--- config.mk ---
export PLATFORM = sky130hd
export DESIGN_NAME = pwb_bridge
export DESIGN_NICKNAME = d
export VERILOG_FILES = /design/src/rtl/pwb_pkg.sv /design/src/rtl/pwb_decode.sv /design/src/rtl/pwb_fifo.sv /design/src/rtl/pwb_bridge.sv
export SDC_FILE = /design/constraint.sdc
export NUM_CORES = 1
export LEC_CHECK = 0
export BUFFER_PORTS_ARGS = -buffer_cell sky130_fd_sc_hd__buf_2
export CAP_MARGIN = 15
export CORE_ASPECT_RATIO = 2
export CORE_MARGIN = 2
export CORE_UTILIZATION = 41
export DETAILED_ROUTE_END_ITERATION = 10
export GPL_ROUTABILITY_DRIVEN = 0
export PLACE_DENSITY = 0.66
export SLEW_MARGIN = 10
export SYNTH_ARGS = -nofsm -noshare
export SYNTH_HDL_FRONTEND = slang
export SYNTH_SLANG_ARGS = --single-unit
export TNS_END_PERCENT = 50
--- constraint.sdc ---
create_clock -name clk -period 2.91 [get_ports clk]
set_input_delay 0.1455 -clock clk [delete_from_list [all_inputs] [get_ports clk]]
set_output_delay 0.1455 -clock clk [all_outputs]
set_load 0.05 [all_outputs]
--- src/rtl/pwb_pkg.sv ---
package pwb_pkg;
   localparam int NBUS = 2;

   typedef enum logic [1:0] {
      ROUTE_IDLE,
      ROUTE_PASS,
      ROUTE_BUF,
      ROUTE_SYNC
   } route_e;
endpackage

--- src/rtl/pwb_decode.sv ---
module pwb_decode #(
   parameter int AW = 16,
   parameter int NWIN = 1,
   parameter logic [NWIN*AW-1:0] LO = '0,
   parameter logic [NWIN*AW-1:0] HI = '1
) (
   input  logic [AW-1:0] addr,
   output logic          hit
);
   logic [NWIN-1:0] w_hit;

   for (genvar i = 0; i < NWIN; i++) begin : g_win
      localparam logic [AW-1:0] BASE = LO[i*AW +: AW];
      localparam logic [AW-1:0] SPAN = HI[i*AW +: AW] - LO[i*AW +: AW];
      logic [AW-1:0] offset;
      assign offset   = addr - BASE;
      assign w_hit[i] = (offset <= SPAN);
   end

   assign hit = |w_hit;
endmodule

--- src/rtl/pwb_fifo.sv ---
module pwb_fifo #(
   parameter int W = 8,
   parameter int DEPTH = 4
) (
   input  logic         clk,
   input  logic         rst_n,
   input  logic         push,
   input  logic [W-1:0] in_data,
   input  logic         out_ready,
   output logic         out_valid,
   output logic [W-1:0] out_data,
   output logic         full,
   output logic         empty
);
   localparam int PW = (DEPTH > 1) ? $clog2(DEPTH) : 1;
   localparam int CW = $clog2(DEPTH + 1);

   logic [W-1:0]  mem [DEPTH];
   logic [PW-1:0] wr_ptr, rd_ptr, wr_nxt, rd_nxt;
   logic [CW-1:0] count;
   logic          do_push, do_pop;

   assign do_push = push & ~full;
   assign do_pop  = out_valid & out_ready;

   if ((DEPTH & (DEPTH - 1)) == 0) begin : g_pow2
      assign wr_nxt = wr_ptr + 1'b1;
      assign rd_nxt = rd_ptr + 1'b1;
   end else begin : g_mod
      assign wr_nxt = (wr_ptr == PW'(DEPTH - 1)) ? '0 : wr_ptr + 1'b1;
      assign rd_nxt = (rd_ptr == PW'(DEPTH - 1)) ? '0 : rd_ptr + 1'b1;
   end

   always_ff @(posedge clk) begin
      if (do_push) mem[wr_ptr] <= in_data;
   end

   always_ff @(posedge clk) begin
      if (!rst_n) begin
         wr_ptr <= '0;
         rd_ptr <= '0;
         count  <= '0;
      end else begin
         if (do_push) wr_ptr <= wr_nxt;
         if (do_pop)  rd_ptr <= rd_nxt;
         count <= count + CW'(do_push) - CW'(do_pop);
      end
   end

   assign out_data  = mem[rd_ptr];
   assign full      = (count == CW'(DEPTH));
   assign empty     = (count == '0);
   assign out_valid = ~empty;
endmodule

--- src/rtl/pwb_bridge.sv ---
module pwb_bridge
   import pwb_pkg::*;
#(
   parameter int AW = 16,
   parameter int DW = 32,
   parameter int DEPTH = 4,
   parameter int NWIN_A = 4,
   parameter logic [NWIN_A*AW-1:0] WIN_A_LO = {16'h0C00, 16'h0400, 16'h0280, 16'h0000},
   parameter logic [NWIN_A*AW-1:0] WIN_A_HI = {16'h0FFF, 16'h063F, 16'h037F, 16'h01FF},
   parameter int NWIN_B = 1,
   parameter logic [NWIN_B*AW-1:0] WIN_B_LO = 16'hC000,
   parameter logic [NWIN_B*AW-1:0] WIN_B_HI = 16'hFFFF,
   parameter logic [AW-1:0] SYNC_A = 16'h0240,
   parameter logic [AW-1:0] SYNC_B = 16'h0380
) (
   input  logic                             clk,
   input  logic                             rst_n,
   input  logic                             cpu_req,
   input  logic                             cpu_we,
   input  logic [AW-1:0]                    cpu_addr,
   input  logic [DW-1:0]                    cpu_wdata,
   input  logic [DW/8-1:0]                  cpu_be,
   output logic                             cpu_ready,
   output logic [DW-1:0]                    cpu_rdata,
   output logic [NBUS-1:0]                  per_valid,
   input  logic [NBUS-1:0]                  per_ready,
   output logic [NBUS-1:0][AW-1:0]          per_addr,
   output logic [NBUS-1:0][DW-1:0]          per_wdata,
   output logic [NBUS-1:0][DW/8-1:0]        per_be,
   output logic                             pt_req,
   output logic                             pt_we,
   output logic [AW-1:0]                    pt_addr,
   output logic [DW-1:0]                    pt_wdata,
   output logic [DW/8-1:0]                  pt_be,
   input  logic                             pt_ready,
   input  logic [DW-1:0]                    pt_rdata
);
   localparam int BW = DW / 8;
   localparam int EW = AW + DW + BW;
   localparam logic [NBUS-1:0][AW-1:0] SYNC_TAB = {SYNC_B, SYNC_A};

   initial begin
      assert (DEPTH >= 2) else $fatal(1, "pwb_bridge: DEPTH must be at least 2");
      assert (DW % 8 == 0) else $fatal(1, "pwb_bridge: DW must be whole bytes");
      assert (SYNC_A != SYNC_B) else $fatal(1, "pwb_bridge: sync addresses must differ");
   end

   logic [NBUS-1:0] win_hit, buf_hit, sync_hit, push, full, empty;
   logic [EW-1:0]   entry_q [NBUS];
   route_e          route;

   pwb_decode #(.AW(AW), .NWIN(NWIN_A), .LO(WIN_A_LO), .HI(WIN_A_HI)) u_dec_a (
      .addr(cpu_addr), .hit(win_hit[0]));
   pwb_decode #(.AW(AW), .NWIN(NWIN_B), .LO(WIN_B_LO), .HI(WIN_B_HI)) u_dec_b (
      .addr(cpu_addr), .hit(win_hit[1]));

   for (genvar b = 0; b < NBUS; b++) begin : g_bus
      assign buf_hit[b]  = cpu_req & cpu_we & win_hit[b];
      assign sync_hit[b] = cpu_req & ~cpu_we & (cpu_addr == SYNC_TAB[b]);
      assign push[b]     = buf_hit[b] & ~full[b];

      pwb_fifo #(.W(EW), .DEPTH(DEPTH)) u_fifo (
         .clk      (clk),
         .rst_n    (rst_n),
         .push     (push[b]),
         .in_data  ({cpu_addr, cpu_wdata, cpu_be}),
         .out_ready(per_ready[b]),
         .out_valid(per_valid[b]),
         .out_data (entry_q[b]),
         .full     (full[b]),
         .empty    (empty[b])
      );

      assign {per_addr[b], per_wdata[b], per_be[b]} = entry_q[b];
   end

   always_comb begin
      if (!cpu_req)         route = ROUTE_IDLE;
      else if (|sync_hit)   route = ROUTE_SYNC;
      else if (|buf_hit)    route = ROUTE_BUF;
      else                  route = ROUTE_PASS;
   end

   always_comb begin
      unique case (route)
         ROUTE_PASS: cpu_ready = pt_ready;
         ROUTE_BUF:  cpu_ready = |push;
         ROUTE_SYNC: cpu_ready = |(sync_hit & empty);
         default:    cpu_ready = 1'b0;
      endcase
   end

   assign cpu_rdata = (route == ROUTE_PASS) ? pt_rdata : '0;
   assign pt_req    = (route == ROUTE_PASS);
   assign pt_we     = cpu_we;
   assign pt_addr   = cpu_addr;
   assign pt_wdata  = cpu_wdata;
   assign pt_be     = cpu_be;
endmodule

======== Word-level counts from Yosys, hierarchy flattened ========
Memory sizes are Yosys's and may differ from the RTL's. A register that Yosys moved wholly into a read port is not among the register bits.
Index checks and enable logic that the tools add are counted.
storage, ports and cells
  register bits ........................... 14
  bits in latches ......................... 0
  bits in writable memories ............... 416
  ROM bits ................................ 0
  output and inout port bits .............. 193
  word-level logic and storage cells ...... 70
  memories kept ........................... 2
memories
  memory               words  width  read ports  clocked after Yosys merged registers in  wr ports  RTL line        RTL
  g_bus[0].u_fifo.mem  4      52     1           1                                        1         pwb_fifo.sv:18  logic [W-1:0] mem [DEPTH];
  g_bus[1].u_fifo.mem  4      52     1           1                                        1         pwb_fifo.sv:18
cells by class
  add/subtract/negate cells ............... 12
  multipliers ............................. 0
  div/mod/pow operators ................... 0
  magnitude comparators ................... 5
  eq/ne operators ......................... 7
  shifts and indexed selects .............. 0
  mux-type cells .......................... 13
  bitwise logic cells ..................... 18
  reduce and logical (&&, ||, !) cells .... 7
operators with widths
  operator                  count
  $eq A16 B10 Y1 const B    2
  $le A16 B10 Y1 const B    2
  $mux W32                  1
  $le A16 B14 Y1 const B    1
  $le A16 B8 Y1 const B     1
  $le A16 B9 Y1 const B     1
  $sub A16 B10 Y16 const B  1
  $sub A16 B11 Y16 const B  1
  $sub A16 B12 Y16 const B  1
  $sub A16 B16 Y16 const B  1
  $mux W2                   7
  $and A1 B1 Y1             12
  $add A2 B1 Y2 const B     4
  $reduce_or A2 Y1          4
  $add A3 B1 Y3             2
  $eq A3 B3 Y1 const B      2
  $logic_not A3 Y1          2
  $sub A3 B1 Y3             2
  $not A1 Y1                5
  $eq A2 B2 Y1 const B      2
  $mux W1                   4
  $reduce_or A4 Y1          1
  $pmux W1 S3               1
  $and A2 B2 Y2             1
  $eq A2 B1 Y1 const B      1

======== Depth between registers and ports, before layout ========
Gate-level depths: netlist of run 1.
  depth in word-level cells ............... 10
  depth in mapped cells ................... 11

======== By module ========
From an unflattened synthesis of run 1, not the netlist that was laid out.
unflattened totals
  cells, all modules ...................... 771
  area total of the unflattened synthesis .. 17011.3 um2
modules (own cells, without submodules)
  module                      instances  cells an instance  area an instance (um2)  seq. area each (um2)
  pwb_fifo (g_bus[0].u_fifo)  1          324                8047.7                  6426.2
  pwb_fifo (g_bus[1].u_fifo)  1          324                7998.9                  6426.2
  pwb_bridge                  1          108                875.8                   0.0
  pwb_decode (u_dec_a)        1          14                 82.6                    0.0
  pwb_decode (u_dec_b)        1          1                  6.3                     0.0

======== Worst setup path after synthesis of run 1 ========
Ideal clock, no wire load.
  path type ............................... register -> register
  from .................................... reg g_bus[1].u_fifo.count[1]
  to ...................................... mem g_bus[1].u_fifo.mem[0][0] (netlist name), enable pin
  setup time .............................. 0.415 ns
  data arrival time ....................... 2.041 ns
  required time ........................... 2.495 ns
  setup slack ............................. 0.454 ns
  stages on the path, launching flop included .. 4
  cell sequence ........................... dfxtp_1 -> nor2_1 -> a21oi_2 -> and2_1
on the way
  longest elaborated chain between the ends .. 6
RTL lines
  item                               RTL line                          RTL
  start, declared                    pwb_fifo.sv:20                    logic [CW-1:0] count;
  start signal, assigned             pwb_fifo.sv:46                    count <= count + CW'(do_push) - CW'(do_pop);
  $eq A3 B3 Y1 *                     pwb_fifo.sv:51                    assign full = (count == CW'(DEPTH));
  $not A1 Y1 *                       pwb_fifo.sv:23, pwb_bridge.sv:60
  $and A1 B1 Y1                      pwb_bridge.sv:60                  assign push[b] = buf_hit[b] & ~full[b];
  $and A1 B1 Y1 *                    pwb_fifo.sv:23                    assign do_push = push & ~full;
  named net g_bus[1].u_fifo.do_push  pwb_fifo.sv:21                    logic do_push, do_pop;
  $mux W1 *                          pwb_fifo.sv:35                    if (do_push) mem[wr_ptr] <= in_data;
  $mux W1 (implied by the code) *    pwb_fifo.sv:35
  end, declared                      pwb_fifo.sv:18
Mark *: on every way through the listed nets, which the timed path passes. The rest lies on a longest branch.

======== Worst setup path in the final report of run 1 ========
  from .................................... in cpu_addr[2]
  to ...................................... out cpu_ready
on the way
  longest elaborated chain between the ends .. 10
  elaborated cells between the ends (all ways) .. 30
  those cells by class .................... add/sub (4); order compare (5); eq/ne (5); mux (4); bitwise (7); reduce/logical (5)
RTL lines
  item                                             RTL line          RTL
  start, declared                                  pwb_bridge.sv:20  input logic [AW-1:0] cpu_addr,
  $sub A16 B10 Y16, or another cell as far along   pwb_decode.sv:16  assign offset = addr - BASE;
  $le A16 B8 Y1 or $le A16 B10 Y1 (tied branches)  pwb_decode.sv:17  assign w_hit[i] = (offset <= SPAN);
  $reduce_or A4 Y1                                 pwb_decode.sv:20  assign hit = |w_hit;
  $and A1 B1 Y1                                    pwb_bridge.sv:58  assign buf_hit[b] = cpu_req & cpu_we & win_hit[b];
  $reduce_or A2 Y1                                 pwb_bridge.sv:80  else if (|buf_hit) route = ROUTE_BUF;
  $mux W2                                          pwb_bridge.sv:80
  $mux W2                                          pwb_bridge.sv:79  else if (|sync_hit) route = ROUTE_SYNC;
  $mux W2                                          pwb_bridge.sv:78  if (!cpu_req) route = ROUTE_IDLE;
  $eq A2 B2 Y1 or $eq A2 B1 Y1 (tied branches)     pwb_bridge.sv:85  unique case (route)
  $pmux W1 S3 *                                    pwb_bridge.sv:85
  end, declared                                    pwb_bridge.sv:23  output logic cpu_ready,
Mark *: on every way between the ends. The rest lies on a longest branch, timed or not.

==> summary.txt, run 1 <==
Outcome
  – Status: completed

Route
  – Pre-antenna DRT Iters: 4
  – Vias per cell: slightly above 5
  – Initial DRC count: ~440
  – Total Wirelength: approximately 36000 µm
  – DRC errors left: 0
  – Wire per inst: approximately 22 µm
  – Post-DRT Antenna Nets: 0
  – DR vias: 8242

Clocking
  – Clock-pin slew on the worst setup and hold paths: ~0.06 ns
  – Clock Latency Late Sink: between 0.5 and 0.6 ns
  – CTS tree: yes
  – Setup Buffers After CTS: 0
  – Clock buffer count from CTS: 37
  – CTS H-tree depth: 2
  – CTS root buffer: clkbuf_16
  – CTS Buffer Depth: 3
  – Clock sink count: 434

Synthesis
  – Post-Syn Nets: roughly 860
  – Register area share after synthesis: around 77%
  – Syn Area/Cell: approximately 22 µm²
  – Cell Area, Synth: about 17000 µm²
  – Syn Inst Count: around 760
  – Post-synth ARST share: 0%
  – #FFs+latches synth: ~430
  – Most used flip-flop cell after synthesis: edfxtp_1
  – Post-synth EDFFs: ~420
  – Synth top area share: between 70% and 80%
  – Yosys warnings: 0
  – Synth top area cells: edfxtp_1 (75%), mux4_2 (14%), buf_4 (2.5%), dfxtp_1 (2.2%), and2_1 (1.9%)
  – Post-synth cell types: 34
  – Area leader, netlist: edfxtp_1

STA
  – Relative slew margins: 40.99%
  – Tmin final: between 2 and 3 ns
  – Sum of negative setup slack: 0 ns
  – Slew @ Worst Pin: between 0.8 and 0.9 ns
  – F_max: approximately 0.36 GHz
  – Fin crit share: 95.55%
  – Final-report max-slew violation count: 0
  – RSZ-0062 raised after global routing: no
  – Final setup vio count: 0
  – Hold Fails Final Rpt: 0
  – Setup Skew: 0.01174 ns

Final layout
  – Final net count: 1168
  – Layout cells sized above 1: 43.57%
  – Layout Cells excl Fill: about 1600
  – Antenna cells: 0
  – Area Overhead vs Synth: 21.60%

Setup path
  – Most used cell, CP: buf_2
  – FF-to-FF path depth: 12
  – Critical path startpoint category: input pin
  – CP cell instances: dlygate4sd3_1, buf_2, nor3_1, nand4_1, o211ai_1, a21oi_2, buf_4, a2111o_1, buf_2
  – CP Capture Type: output pin
  – CP top delay family: buffers and inverters
  – WP buf/inv: 4
  – Crit path arrival time: about 2.6 ns
  – Slowest stage cell on the critical path: dlygate4sd3_1
  – Critical R2R Launch: g_bus[1].u_fifo.count[1]
  – R2R Setup Slk: around 0.57 ns
  – Worst-path maximum fanout: 34
  – Worst Path Required: approximately 2.8 ns
  – Slowest stage delay, CP: between 0.5 and 0.6 ns
  – R2r endpoint: g_bus[1].u_fifo.count[2]
  – CP Class: in2out

Place
  – DPL Wire Length: 22200 µm
  – Placed Cells: ~1500
  – PortBufs: 283

Worst hold path
  – Min-Delay Path Class: in2reg
  – Min-Delay Startpoint: cpu_addr[11]
  – Min-Delay Endpoint: g_bus[0].u_fifo.mem[2][47]
  – Hold Path Stages: 1

Flow run
  – Max_cap viols: 0

Floorplan
  – Starting Density: roughly 41%
  – Core Region: between 40000 and 50000 µm²
  – Die width: about 150 µm
  – Vert. Die Dim: between 200 and 300 µm
  – FP Rows: ~100
  – Die area: around 42000 µm²
  – I/O pins: between 200 and 300

GRT
  – Largest net degree at the start of global routing: 53
  – Vias in the first global route: around 8800
  – Grt ovf: 0
  – Initial antenna violation count: 0
  – GRT Util Overall: between 10% and 20%
  – First-pass GRT wire length: roughly 53000 µm

Power and ir drop
  – Worst VDD drop: ~450 µV
  – PwrDens: slightly above 800 nW/µm²
  – Leak Pwr: approximately 7 nW
==> cells in the final DEF, fill, tap and decap left out, drive strengths merged, types with 3 or more instances in the layout <==
master,netlist,layout
and2,54,54
xnor2,7,7
mux4,104,104
edfxtp,416,416
nand2,6,6
a21oi,3,3
dfxtp,18,18
buf,67,301
inv,15,16
dlygate4sd3,0,52
bufinv,0,6
clkbuf,18,46
mux2i,4,4
ha,13,13
nor2,4,4
nor3,4,4
clkinv,0,12
==> worst max path at each step <==
stage	from	endpoint	slack, ns	cells past startpoint
detailed placement	cpu_addr[15]	g_bus[0].u_fifo.mem[3][22]	0.44	6
floorplan	g_bus[1].u_fifo.count[1]	g_bus[1].u_fifo.mem[0][0]	0.45	3
finish	cpu_addr[2]	cpu_ready	0.13	9
global placement	cpu_addr[15]	g_bus[0].u_fifo.mem[3][22]	0.46	6
global route	cpu_addr[2]	cpu_ready	0.002	9
CTS	cpu_addr[15]	cpu_ready	0.05	9
==> sequential cells by signal (all words and copies together) (netlist names), named ones only <==
| signal | count |
|---|---|
| g_bus.u_fifo.wr_ptr | 4 |
| g_bus.u_fifo.rd_ptr | 4 |
| g_bus.u_fifo.mem | 416 |
| g_bus.u_fifo.count | 6 |
==> power breakdown <==
group          internal (W)  switching (W)
clock network       0.00298        0.00211
logic               0.00147        0.00292
registers           0.00695       0.000283
total                0.0114        0.00531
==> layout make-up <==
| class | instances | area, µm² |
|---|---|---|
| Fill cell | 3227 | 19920 |
| Sequential cell | 434 | 12870 |
| Multi-Input combinational cell | 221 | 3261 |
| Timing Repair Buffer | 353 | 2197 |
| Clock buffer | 46 | 1002 |
| Tap cell | 530 | 663.1 |
| Clock inverter | 19 | 242.7 |
| Inverter | 15 | 56.30 |
==> cells in the mapped netlist, types with 6 or more instances <==
cell type  number
edfxtp_1      416
nand2_1         6
buf_2          11
inv_1          15
xnor2_1         7
and2_1         50
dfxtp_1        18
mux4_2        104
buf_4          55
clkbuf_1       18
ha_1           13
==> kinds of logic after synthesis <==
group | synth area share [%]
AND/OR/NAND/NOR | 2.977
AO/OA/AOI/OAI | 0.4199
flip-flops | 77.02
XOR/XNOR | 0.4724
adder cells (fa/ha/maj) | 1.215
buffers and inverters | 3.614
multiplexers | 14.28
==> through the flow <==
stage	hold slack (ns)	area [µm²]	total power (W)	util (%)	worst slack, ns
2_1_floorplan	0.2444	16690	0.01068	-	0.4544
3_3_place_gp	0.4281	18510	0.01177	46.03	0.4632
3_5_place_dp	0.4469	18510	0.01179	46.03	0.4431
4_1_cts	0.006548	20270	0.01692	50.42	0.05415
5_1_grt	0.01581	20290	0.01728	50.46	0.001920
6_report	0.02916	20290	0.01671	50.46	0.1295
==> metal layers <==
layer / vias up / GRT usage (%) / wire length (µm)
li1: 3601 / - / -
met1: 4280 / 18.95 / 13210
met2: 280 / 31.81 / 19960
met3: 81 / 2.110 / 1437
met4: 0 / 8.495 / 1596
met5: - / 0 / 0
==> worst reg2reg max path: cells and delay by family (launching register included) <==
kind	cells	cell delay, ns
fa+ha+maj	3	0.79
simple gates	3	0.52
flops	1	0.36
buf+inv	4	0.30
xor+xnor	2	0.27
==> repair_timing <==
| action | 4_1_cts | 5_1_grt |
|---|---|---|
| hold buffers | 52 | 0 |
| gates resized for setup | 0 | 2 |
| setup endpoints to repair | 0 | 1 |
| hold endpoints to repair | 415 | 0 |
(Power assumes the default switching activity.)
==> run 2, diff against run 1 <==
CELL_PAD_IN_SITES_DETAIL_PLACEMENT = 0   (was not set)
CELL_PAD_IN_SITES_GLOBAL_PLACEMENT = 1   (was not set)
PLACE_DENSITY = 0.74   (was 0.66)
==> run 2 against run 1 <==
Against the previous run:
- sequential power down 0.6%
- largest power group unchanged
- cell count is 0.43% lower
- register-to-register slack got worse by 0.04 ns
- final area down 0.77%
- sequential share of layout area up 0.49 points
- die area unchanged
- clock skew up 0.010 ns
- first-iteration DRC count grew 34%
- highest routed layer unchanged
- total power fell by 1.8%
- setup slack improved by 0.034 ns
- routed wire length down 0.32%
==> summary.txt, run 2 (same netlist as run 1, synthesis figures left out) <==
Setup path
  – CP Capture Type: output pin
  – Critical path startpoint category: input pin
  – Crit path arrival time: 2.60 ns (-0.03 ns)
  – Worst-path maximum fanout: 34 (unchanged)
  – Worst Path Required: 2.76 ns (about the same)
  – CP Class: in2out

Route
  – Total Wirelength: 36090 µm (-0.32%)
  – Post-DRT Antenna Nets: 0 (unchanged)
  – DR vias: 8094 (-1.8%)
  – Pre-antenna DRT Iters: 4 (unchanged)
  – Wire per inst: 22.40 µm (+0.12%)
  – Vias per cell: 5.024 (-1.4%)
  – Initial DRC count: 585 (+34%)
  – DRC errors left: 0 (unchanged)

Final layout
  – Final net count: 1161 (-0.60%)
  – Final Cell Area: 20130 µm² (-0.77%)
  – Area Overhead vs Synth: 20.66%
  – Max FFs per register: 416 (unchanged)
  – Antenna cells: 0 (unchanged)
  – Commonest non-fill, non-tap cells in the layout: edfxtp_1 (416), buf_2 (283), mux4_2 (104)
  – Most common cell after layout, fill and taps aside: edfxtp_1
  – Top flop regs: g_bus.u_fifo.mem x416, g_bus.u_fifo.count x6
  – Largest Register: g_bus.u_fifo.mem
  – Layout cells sized above 1: 43.94% (+0.37 points)

Place
  – PortBufs: 283 (unchanged)
  – Placed cell area: 18480 µm² (-0.15%)
  – DPL Wire Length: 22360 µm (+0.74%)

Clocking
  – Clock sink count: 434 (unchanged)
  – Clock-pin slew on the worst setup and hold paths: 0.07 ns (about the same)
  – Clock Latency Late Sink: 0.53 ns (about the same)
  – Setup Buffers After CTS: 0 (unchanged)
  – CTS root buffer: clkbuf_16
  – CTS H-tree depth: 2 (unchanged)
  – CTS Buffer Depth: 3 (unchanged)
  – Clock buffer count from CTS: 37 (unchanged)
  – CTS tree: yes

STA
  – Setup Skew: 0.02179 ns (+0.01005 ns)
  – Slew @ Worst Pin: 0.8968 ns (+0.01168 ns)
  – Final setup vio count: 0 (unchanged)
  – Tmin final: 2.747 ns (-0.03383 ns)
  – Relative slew margins: 40.22% (-0.78 points)
  – F_max: 0.3641 GHz (+1.2%)
  – Final-report max-slew violation count: 0 (unchanged)
  – RSZ-0062 raised after global routing: no
  – Hold Fails Final Rpt: 0 (unchanged)
  – Sum of negative setup slack: 0 ns (unchanged)
  – Fin crit share: 94.39% (-1.2 points)

GRT
  – GRT Util Overall: 16.90% (-0.088 points)
  – Vias in the first global route: 8688 (-0.86%)
  – First-pass GRT wire length: 52970 µm (+0.29%)
  – Initial antenna violation count: 0 (unchanged)
  – Grt ovf: 0 (unchanged)
  – Largest net degree at the start of global routing: 53 (unchanged)

Floorplan
  – FP Rows: 104 (unchanged)
  – Die area: 42430 µm² (unchanged)
  – Core Region: 40210 µm² (unchanged)
  – Die width: 146.7 µm (unchanged)
  – Vert. Die Dim: 289.3 µm (unchanged)
  – I/O pins: 284 (unchanged)
  – Starting Density: 41.50% (unchanged)

Power and ir drop
  – Worst VDD drop: 522.3 µV (+16%)
  – PwrDens: 814.8 nW/µm² (-1.0%)
  – Leak Pwr: 6.889 nW (-1.0%)

Outcome
  – Status: completed

Flow run
  – Max_cap viols: 0 (unchanged)

Worst hold path
  – Min-Delay Path Class: in2reg
## run 2: final cells by class
type	count	area (µm²)
clock buffer	45	955.9
sequential	434	12870
timing repair buffer	346	2120
inverter	15	56.30
fill	3245	20080
tap	530	663.1
multi-input combinational	221	3264
clock inverter	20	206.4
## run 2: timing repair
action,CTS,global route
endpoints found under the setup margin,0,27
resized for setup,0,3
hold buffers,47,0
endpoints found under the hold margin,369,0
## run 2: power breakdown
group	total (W)	switching, W	leakage (nW)	internal, W
registers	0.00719	0.000244	3.89	0.00694
clock network	0.00484	0.00213	0.567	0.00271
logic	0.00437	0.00294	2.43	0.00143
total	0.0164	0.00532	6.89	0.0111
## run 2: per-stage QoR
stage | setup WS, ns | utilization (%) | instances | power (W) | hold slack [ns]
floorplan | 0.4544 | - | 755 | 0.01068 | 0.2444
global placement | 0.5117 | 45.96 | 1499 | 0.01171 | 0.4314
detailed placement | 0.4268 | 45.96 | 1499 | 0.01174 | 0.4449
CTS | 0.04031 | 50.02 | 1611 | 0.01663 | 0.003412
global route | 0.04241 | 50.07 | 1611 | 0.01701 | 0.02113
finish | 0.1633 | 50.07 | 1611 | 0.01640 | 0.02402
## run 2: worst max-delay path, cell delays in order
cell and delay (ns):
dlygate4sd3_1 0.53, buf_2 0.21, nor4_2 0.38, nand4_1 0.17
o211ai_1 0.33, a21oi_4 0.17, a2111o_1 0.44, buf_2 0.21
## run 2: worst paths after layout
kind                              from                          to  slack (ns)  cells after the start
max                       cpu_addr[15]                   cpu_ready        0.16                      8
max reg2reg   g_bus[1].u_fifo.count[1]    g_bus[1].u_fifo.count[2]        0.53                     11
min                        cpu_addr[6]  g_bus[0].u_fifo.mem[0][42]        0.02                      1
min reg2reg  g_bus[0].u_fifo.wr_ptr[1]   g_bus[0].u_fifo.wr_ptr[1]        0.51                      2
## run 2: layer usage
layer | wire length [µm] | GRT usage [%] | vias to the layer above
li1 | - | - | 3584
met1 | 13220 | 18.85 | 4190
met2 | 20110 | 32.11 | 256
met3 | 1338 | 2.252 | 64
met4 | 1417 | 7.233 | 0
met5 | 0 | 0 | -
